--- src/rtl/vmac_pkg.sv ---
package vmac_pkg;
   typedef enum logic {
      ST_FILL  = 1'b0,
      ST_DRAIN = 1'b1
   } vmac_state_e;

   function automatic int vmac_latency(input int mul_stages, input int add_stages);
      return mul_stages + add_stages + 1;
   endfunction
endpackage

--- src/rtl/vmac_mul_pipe.sv ---
module vmac_mul_pipe #(
   parameter int DATA_W = 32,
   parameter int ACC_W  = 64,
   parameter int STAGES = 10
) (
   input  logic                     clk,
   input  logic                     rst_n,
   input  logic                     in_fire,
   input  logic                     in_last,
   input  logic signed [DATA_W-1:0] in_a,
   input  logic signed [DATA_W-1:0] in_b,
   output logic                     out_valid,
   output logic                     out_last,
   output logic signed [ACC_W-1:0]  out_prod
);
   localparam int PROD_W = 2 * DATA_W;

   logic [STAGES-1:0]        vld_q;
   logic [STAGES-1:0]        lst_q;
   logic signed [ACC_W-1:0]  prod_q [STAGES];
   logic signed [PROD_W-1:0] raw_prod;

   assign raw_prod = in_a * in_b;

   always_ff @(posedge clk) begin
      if (!rst_n) begin
         vld_q[0]  <= 1'b0;
         lst_q[0]  <= 1'b0;
         prod_q[0] <= '0;
      end else begin
         vld_q[0]  <= in_fire;
         lst_q[0]  <= in_fire & in_last;
         prod_q[0] <= ACC_W'(raw_prod);
      end
   end

   for (genvar g = 1; g < STAGES; g++) begin : g_stage
      always_ff @(posedge clk) begin
         if (!rst_n) begin
            vld_q[g]  <= 1'b0;
            lst_q[g]  <= 1'b0;
            prod_q[g] <= '0;
         end else begin
            vld_q[g]  <= vld_q[g-1];
            lst_q[g]  <= lst_q[g-1];
            prod_q[g] <= prod_q[g-1];
         end
      end
   end

   assign out_valid = vld_q[STAGES-1];
   assign out_last  = lst_q[STAGES-1];
   assign out_prod  = prod_q[STAGES-1];
endmodule

--- src/rtl/vmac_add_ring.sv ---
module vmac_add_ring #(
   parameter int ACC_W  = 64,
   parameter int STAGES = 4
) (
   input  logic                      clk,
   input  logic                      rst_n,
   input  logic                      clear,
   input  logic                      in_valid,
   input  logic                      in_last,
   input  logic signed [ACC_W-1:0]   in_prod,
   output logic [ACC_W*STAGES-1:0]   slots_flat,
   output logic                      done
);
   logic signed [ACC_W-1:0] slot_q [STAGES];
   logic [STAGES-1:0]       mark_q;
   logic signed [ACC_W-1:0] addend;

   assign addend = in_valid ? in_prod : '0;

   always_ff @(posedge clk) begin
      if (!rst_n || clear) begin
         slot_q[0] <= '0;
         mark_q[0] <= 1'b0;
      end else begin
         slot_q[0] <= slot_q[STAGES-1] + addend;
         mark_q[0] <= in_valid & in_last;
      end
   end

   for (genvar g = 1; g < STAGES; g++) begin : g_slot
      always_ff @(posedge clk) begin
         if (!rst_n || clear) begin
            slot_q[g] <= '0;
            mark_q[g] <= 1'b0;
         end else begin
            slot_q[g] <= slot_q[g-1];
            mark_q[g] <= mark_q[g-1];
         end
      end
   end

   for (genvar g = 0; g < STAGES; g++) begin : g_flat
      assign slots_flat[g*ACC_W +: ACC_W] = slot_q[g];
   end

   assign done = mark_q[STAGES-1];
endmodule

--- src/rtl/vmac_reduce.sv ---
module vmac_reduce #(
   parameter int ACC_W = 64,
   parameter int LANES = 4
) (
   input  logic [ACC_W*LANES-1:0] slots_flat,
   output logic [ACC_W-1:0]       total
);
   always_comb begin
      total = '0;
      for (int i = 0; i < LANES; i++) begin
         total = total + slots_flat[i*ACC_W +: ACC_W];
      end
   end
endmodule

--- src/rtl/vmac_reducer.sv ---
module vmac_reducer
   import vmac_pkg::*;
#(
   parameter int DATA_W     = 32,
   parameter int ACC_W      = 64,
   parameter int MUL_STAGES = 10,
   parameter int ADD_STAGES = 4
) (
   input  logic                     clk,
   input  logic                     rst_n,
   input  logic                     in_valid,
   input  logic                     in_last,
   input  logic signed [DATA_W-1:0] in_a,
   input  logic signed [DATA_W-1:0] in_b,
   output logic                     in_ready,
   output logic                     res_valid,
   output logic signed [ACC_W-1:0]  res_data
);
   if (MUL_STAGES < 1) begin : g_bad_mul
      $error("vmac_reducer: MUL_STAGES must be at least 1");
   end
   if (ADD_STAGES < 1) begin : g_bad_add
      $error("vmac_reducer: ADD_STAGES must be at least 1");
   end
   if (ACC_W < 2 * DATA_W) begin : g_bad_acc
      $error("vmac_reducer: ACC_W must hold a full product");
   end

   vmac_state_e             state_q;
   logic                    fire;
   logic                    m_valid, m_last;
   logic signed [ACC_W-1:0] m_prod;
   logic [ACC_W*ADD_STAGES-1:0] slots;
   logic                    ring_done;
   logic [ACC_W-1:0]        total;

   assign in_ready = (state_q == ST_FILL);
   assign fire     = in_valid & in_ready;

   vmac_mul_pipe #(
      .DATA_W(DATA_W), .ACC_W(ACC_W), .STAGES(MUL_STAGES)
   ) u_mul (
      .clk(clk), .rst_n(rst_n), .in_fire(fire), .in_last(in_last),
      .in_a(in_a), .in_b(in_b),
      .out_valid(m_valid), .out_last(m_last), .out_prod(m_prod)
   );

   vmac_add_ring #(
      .ACC_W(ACC_W), .STAGES(ADD_STAGES)
   ) u_ring (
      .clk(clk), .rst_n(rst_n), .clear(ring_done),
      .in_valid(m_valid), .in_last(m_last), .in_prod(m_prod),
      .slots_flat(slots), .done(ring_done)
   );

   vmac_reduce #(
      .ACC_W(ACC_W), .LANES(ADD_STAGES)
   ) u_reduce (
      .slots_flat(slots), .total(total)
   );

   always_ff @(posedge clk) begin
      if (!rst_n) begin
         state_q   <= ST_FILL;
         res_valid <= 1'b0;
         res_data  <= '0;
      end else begin
         res_valid <= ring_done;
         if (ring_done) begin
            res_data <= total;
            state_q  <= ST_FILL;
         end else if (fire && in_last) begin
            state_q  <= ST_DRAIN;
         end
      end
   end
endmodule

--- config.mk ---
export PLATFORM = sky130hd
export DESIGN_NAME = vmac_reducer
export DESIGN_NICKNAME = d
export VERILOG_FILES = /design/src/rtl/vmac_pkg.sv /design/src/rtl/vmac_mul_pipe.sv /design/src/rtl/vmac_add_ring.sv /design/src/rtl/vmac_reduce.sv /design/src/rtl/vmac_reducer.sv
export SDC_FILE = /design/constraint.sdc
export NUM_CORES = 2
export LEC_CHECK = 0
export BUFFER_PORTS_ARGS = -buffer_cell sky130_fd_sc_hd__buf_2
export CAP_MARGIN = 10
export CORE_AREA = 2 2 438 440
export DETAILED_ROUTE_END_ITERATION = 12
export DIE_AREA = 0 0 440 442
export HOLD_SLACK_MARGIN = 0.02
export SYNTH_ARGS = -nofsm -noshare
export SYNTH_HDL_FRONTEND = slang
export SYNTH_HIERARCHICAL = 1
export SYNTH_SLANG_ARGS = --single-unit
export TNS_END_PERCENT = 30
--- constraint.sdc ---
create_clock -name clk -period 10.5 [get_ports clk]
set_clock_uncertainty 0.1 [all_clocks]
set_input_delay 2.1 -clock clk [delete_from_list [all_inputs] [get_ports clk]]
set_output_delay 2.1 -clock clk [all_outputs]
set_load 0.01 [all_outputs]
== Word level (Yosys, flattened, before mapping) ==
Memory sizes are Yosys's and may differ from the RTL's.
Cells that the tools add are included.
Cells by class
  mux-type cells: 20
  add/subtract/negate cells: 4
  reduce and logical (&&, ||, !) cells: 4
  bitwise operators: 19
  $mul: 1
Operator list (number)
  2-to-1 mux 64 bit: 15
  adder 64 bit: 4
  multiplier 32 x 32 -> 64 bit: 1
  OR 1 bit: 14
  2-to-1 mux 1 bit: 5
  AND 1 bit: 3
  NOT 1 bit: 2
  OR reduction 2 bit: 1
  logical AND 1 bit: 1
  zero test 1 bit: 1
  logical OR 1 bit: 1
Word-level totals
  bits in registers: 90
  logic and storage cells: 77
  input port bits: 68
  memories kept: 2
  memory bits (writable): 896
  output and inout port bits: 66
Memory list
  u_mul.prod_q: depth 10, width 64, rd ports 10, clocked after Yosys merged registers in 0, write ports 10, line vmac_mul_pipe.sv:20  | logic signed [ACC_W-1:0] prod_q [STAGES];
  u_ring.slot_q: depth 4, width 64, rd ports 4, clocked after Yosys merged registers in 0, write ports 4, line vmac_add_ring.sv:14  | logic signed [ACC_W-1:0] slot_q [STAGES];

== Logic depth before layout (Yosys ltp) ==
  depth after elaboration: 5
  mapped depth: 28
  mapped depth without buffers: 26

== Hierarchy ==
Netlist, hierarchy kept.
Modules (own cells, without submodules)
  vmac_mul_pipe: cells each 5339, times used 1, seq. area each 13212.7 µm², area an instance 54229.5 µm²
  vmac_add_ring: cells each 1166, times used 1, seq. area each 5205.0 µm², area an instance 11026.8 µm²
  vmac_reduce: cells each 1025, times used 1, seq. area each 0.0 µm², area an instance 7576.0 µm²
  vmac_reducer: cells each 214, times used 1, seq. area each 1321.3 µm², area an instance 2536.2 µm²

== Worst setup path before layout ==
OpenSTA, ideal clock, no wires.
  path type: input to register
  from: input port in_b[2]
  to: memory u_mul.prod_q[0][63]
  buffers on the path: 1
  setup slack: 0.793 ns
  data arrival time: 9.536 ns
  stages: 25
  required time: 10.329 ns
  setup time: 0.071 ns
  cell sequence: clkbuf_1 > nand2_1 > inv_1 > fa_1 > fa_1 > fa_1 > fa_1 > inv_1 > fa_1 > inv_1 > fa_1 > inv_1 > fa_1 > inv_1 > fa_1 > ha_1 > a21oi_2 > o21ai_0 > a21o_1 > a21o_1 > a21o_1 > a21o_1 > a221o_1 > or3_1 > a21oi_1
RTL lines
  from (decl): line vmac_reducer.sv:14  | input logic signed [DATA_W-1:0] in_b,
  to (decl): line vmac_mul_pipe.sv:20

==> results by stage <==
Run status:
- The flow ran to the end, and the final reports show no timing, DRC or antenna violations.

Synth:
- Of the synthesized area, sequential elements account for 0.2619.
- The portion of netlist area occupied by mux cells is 0.01064.
- The proportion of netlist area held by the largest area contributor is 0.3211.
- The synthesized design contains 986 register bits.
- Synthesis produced a netlist whose cell count is 7744.
- The fraction of the mapped netlist area in adder cells is 0.3726.
- By count the netlist is led by 1381 x sky130_fd_sc_hd__and2_1, 1339 x sky130_fd_sc_hd__inv_1, 1209 x sky130_fd_sc_hd__fa_1.
- The dominant combinational cell family by area after synthesis is adder cells.
- The number of nets handed over by synthesis was 9331.
- The fraction of synthesized cell area in xor and xnor cells is 0.01917.
- Yosys mapped the design onto 106 distinct sky130hd cell types.
- Summing every instance area after synthesis gives 0.07537 mm^2.
- For this run, the number of Yosys warnings is 6.
- The area share of and/or/nand/nor cells after synthesis is 0.1820.
- The share of the synthesized area in compound gates (AO/OA/AOI/OAI) was 0.06033.
- Yosys attributes the largest share of cell area to sky130_fd_sc_hd__fa_1 32%, sky130_fd_sc_hd__dfxtp_1 26%, sky130_fd_sc_hd__and2_1 11%, sky130_fd_sc_hd__inv_1 6.7%, sky130_fd_sc_hd__ha_1 5.1%.
- The leading cell type by number of instances after synthesis is sky130_fd_sc_hd__and2_1.
- The fraction of synthesis flops using an asynchronous set or reset pin is 0.
- After synthesis, the mean cell area works out to 9.733 um^2.
- The number of flops mapped to enable cells by yosys is 0.
- Summed over all instances, the cell type with the most area after synthesis is sky130_fd_sc_hd__fa_1.
- The most used flip-flop cell after synthesis is sky130_fd_sc_hd__dfxtp_1.

Worst setup path:
- The stage delay of the slowest cell on the critical path is 0.60 ns.
- The largest driver fanout on the critical path is 24.
- The critical path startpoint category is an input port.
- The worst setup path is of the in -> reg kind.
- For this design, the slowest cell found on the critical path is sky130_fd_sc_hd__a2111oi_2.
- The launch point of the worst path is in_b[8].
- STA puts the critical path data arrival time at 10.28 ns.
- The cell repeated most along the worst path is sky130_fd_sc_hd__fa_1.
- The number of buffer and inverter instances along the worst setup path is 7.
- The startpoint identified for the worst register-to-register timing path is u_ring/slot_q[0][1].
- The cell family contributing the most delay on the critical path is adder cells.
- The worst path required time is 10.93 ns.
- The endpoint type of the worst setup path is a register.

Clocking:
- TritonCTS built the clock tree.
- The clock insertion delay at the later pin of the skew report is 0.68 ns.
- The H-tree was split into 3 levels.
- The maximum buffer depth of the clock tree is 3.
- The CTS clock-pin slew for the worst setup and hold paths is 0.06 ns.
- For this design, the sink count on the clock tree is 986.
- The number of setup buffers added after CTS is 0.
- The TritonCTS buffer count is 95.
- Post-CTS repair changed the size of 0 cells.
- The count of hold buffers inserted by post-cts repair is 0.
- The root buffer cell chosen for the clock tree is sky130_fd_sc_hd__clkbuf_16.

Cells and area:
- The layout cell share with drive strength beyond 1 is 0.05863.
- The final-layout fill cell count is 18250.
- The area taken by flip-flops and latches is 0.01974 mm^2.
- Relative to the synthesized area, the layout overhead comes to 8.020%.
- In the final layout, the multi-input gates occupy 0.04861 mm^2.
- In the final design database the tool counted 9217 nets.
- The number of cells in the finished layout apart from fillers is 10220.

Worst hold path:
- The startpoint identified for the worst hold timing path is u_mul/prod_q[2][24].
- The worst min-delay path category is reg -> reg.

Floorplan:
- The initial core utilization is 0.3976.
- The floorplan has 160 rows.
- The floorplan step set the die height to 442 um.
- The width of the die is 440 um.
- The die outline area is 0.1945 mm^2.
- The region available for standard cell placement spans 0.1896 mm^2.
- The number of top-level pins is 134.

Global routing:
- The initial antenna violation count is 8.
- The aggregate global routing overflow is 0.
- The global-route wire length before repair is 277200 um.
- In the global route stage, overall resource usage came out at 0.1760.
- Entering global routing, the biggest net connects 320 pins.
- The number of global-route vias before repair is 51660.

Timing:
- The setup violation total in the final timing report is 0.
- Setup repair after global routing left no endpoint under its margin.
- Adding up every negative setup slack in the final design gives 0 ns.
- The final count of pins violating max slew came to 0.
- The final number of hold-violating endpoints is 0.
- At the pin with the least slew margin, the transition time is 1.105 ns.
- Dividing the final minimum period by the clock period gives 0.9382.
- The headroom to the max-slew limit is 0.2634.
- The shortest clock period the worst path allows after layout is 9.851 ns.
- The maximum frequency from static timing analysis is 101.5 MHz.

Routing:
- After detailed routing, the average wire length per cell comes to 16.58 um.
- The violation count after the first detailed-route iteration is 2837.
- In the routed design, unresolved DRC markers number 0.
- In this run the remaining antenna-violating nets after routing total 0.
- The pre-antenna-repair detailed-routing pass consisted of 5 iterations.
- Summing over every cut layer, the via total after detailed routing is 48770.
- The total detailed-routing wirelength is 169500 um.
- After detailed routing, the number of vias per cell comes to 4.770.

Placement:
- The placed wire-length estimate is 133400 um.
- The congestion estimate from routability-driven global placement came to 0.8929.
- In this run the tool buffered the top-level ports with 133 buffer cells.
- The number of cells in the design after placement is 10040.

Flow run:
- The number of max-cap violations is 0.
-- kinds of logic after synthesis --
| logic type | Yosys count |
|---|---|
| DFF | 986 |
| AOI/OAI and AO/OA | 680 |
| buffers and inverters | 1778 |
| muxes | 80 |
| adders and majority gates | 1519 |
| xor gates and xnor gates | 165 |
| and+or+nand+nor | 2536 |
-- cell type report --
class	instances	share of cell area
inverter	1339	0.06174
multi-input combinational	4980	0.5970
tap	2511	0.03859
sequential	986	0.2425
clock buffer	123	0.03234
timing repair buffer	228	0.01783
antenna	3	0.00009221
clock inverter	53	0.009882
-- per-stage QoR --
step           area, um^2  hold slack [ns]  worst slack (ns)  utilization
5_1_grt             81410           0.3279            0.4515       0.4294
6_report            81410           0.3246            0.6487       0.4294
3_5_place_dp        77970           0.3167       -0.00003553       0.4113
2_1_floorplan       75370           0.3057            0.7927            -
4_1_cts             81410           0.3139            0.7450       0.4294
3_3_place_gp        77970           0.3108           0.08711       0.4113
-- per-layer routing --
metal	track usage	vias to the layer above	share of wire
met5	0	-	0.00017
met4	0.04055	6	0.019
met3	0.02950	222	0.062
met2	0.2756	1307	0.44
met1	0.2537	24240	0.48
li1	-	22990	-
-- state kept, by name, indices dropped and copies added, names as in the netlist --
| register | flops |
|---|---|
| res_valid | 1 |
| u_mul/out_valid | 1 |
| u_mul/vld_q | 9 |
| u_mul/prod_q | 640 |
| u_ring/mark_q | 3 |
| u_mul/out_last | 1 |
| u_ring/slot_q | 256 |
| state_q | 1 |
| u_ring/done | 1 |
| u_mul/lst_q | 9 |
| res_data | 64 |
-- worst paths after layout --
kind	slack, ns	cells after the start	end
worst max-delay path	0.65	26	u_mul/prod_q[0][60]
worst min-delay path	0.32	1	u_mul/prod_q[2][88]
worst max register to register	5.42	15	res_data[57]
worst min register to register	0.32	1	u_mul/prod_q[2][88]
-- cells in the final DEF (no fill, tap or decap), types with 9 or more instances in the layout --
| cell | netlist | layout |
|---|---|---|
| sky130_fd_sc_hd__bufinv_16 | 0 | 13 |
| sky130_fd_sc_hd__o211ai_1 | 14 | 14 |
| sky130_fd_sc_hd__a21boi_0 | 9 | 9 |
| sky130_fd_sc_hd__mux2i_1 | 79 | 79 |
| sky130_fd_sc_hd__nand3_1 | 40 | 40 |
| sky130_fd_sc_hd__nor2b_1 | 79 | 78 |
| sky130_fd_sc_hd__o22ai_1 | 9 | 9 |
| sky130_fd_sc_hd__o21a_1 | 22 | 22 |
| sky130_fd_sc_hd__nand2_1 | 646 | 646 |
| sky130_fd_sc_hd__and3_1 | 19 | 19 |
| sky130_fd_sc_hd__fa_1 | 1209 | 1209 |
| sky130_fd_sc_hd__a21oi_1 | 221 | 221 |
| sky130_fd_sc_hd__nand2b_1 | 32 | 31 |
| sky130_fd_sc_hd__xnor2_1 | 101 | 101 |
| sky130_fd_sc_hd__clkbuf_16 | 0 | 95 |
| sky130_fd_sc_hd__o21bai_1 | 37 | 37 |
| sky130_fd_sc_hd__dfxtp_1 | 986 | 985 |
| sky130_fd_sc_hd__xor2_1 | 64 | 64 |
| sky130_fd_sc_hd__nand4_1 | 50 | 50 |
| sky130_fd_sc_hd__o21ai_0 | 108 | 108 |
| sky130_fd_sc_hd__a21o_1 | 104 | 104 |
| sky130_fd_sc_hd__and2_1 | 1381 | 1381 |
| sky130_fd_sc_hd__o21ai_1 | 9 | 9 |
| sky130_fd_sc_hd__nor2_1 | 205 | 205 |
| sky130_fd_sc_hd__clkbuf_8 | 0 | 15 |
| sky130_fd_sc_hd__nor3_1 | 38 | 38 |
| sky130_fd_sc_hd__ha_1 | 310 | 310 |
| sky130_fd_sc_hd__buf_2 | 4 | 132 |
| sky130_fd_sc_hd__a31oi_1 | 25 | 25 |
| sky130_fd_sc_hd__clkbuf_1 | 353 | 13 |
| sky130_fd_sc_hd__buf_4 | 69 | 90 |
| sky130_fd_sc_hd__clkinv_2 | 0 | 19 |
| sky130_fd_sc_hd__a211oi_1 | 22 | 22 |
| sky130_fd_sc_hd__inv_1 | 1339 | 1339 |
Power is not shown: default switching activity piles up to over one toggle a cycle in this logic, so the estimate is an artifact.
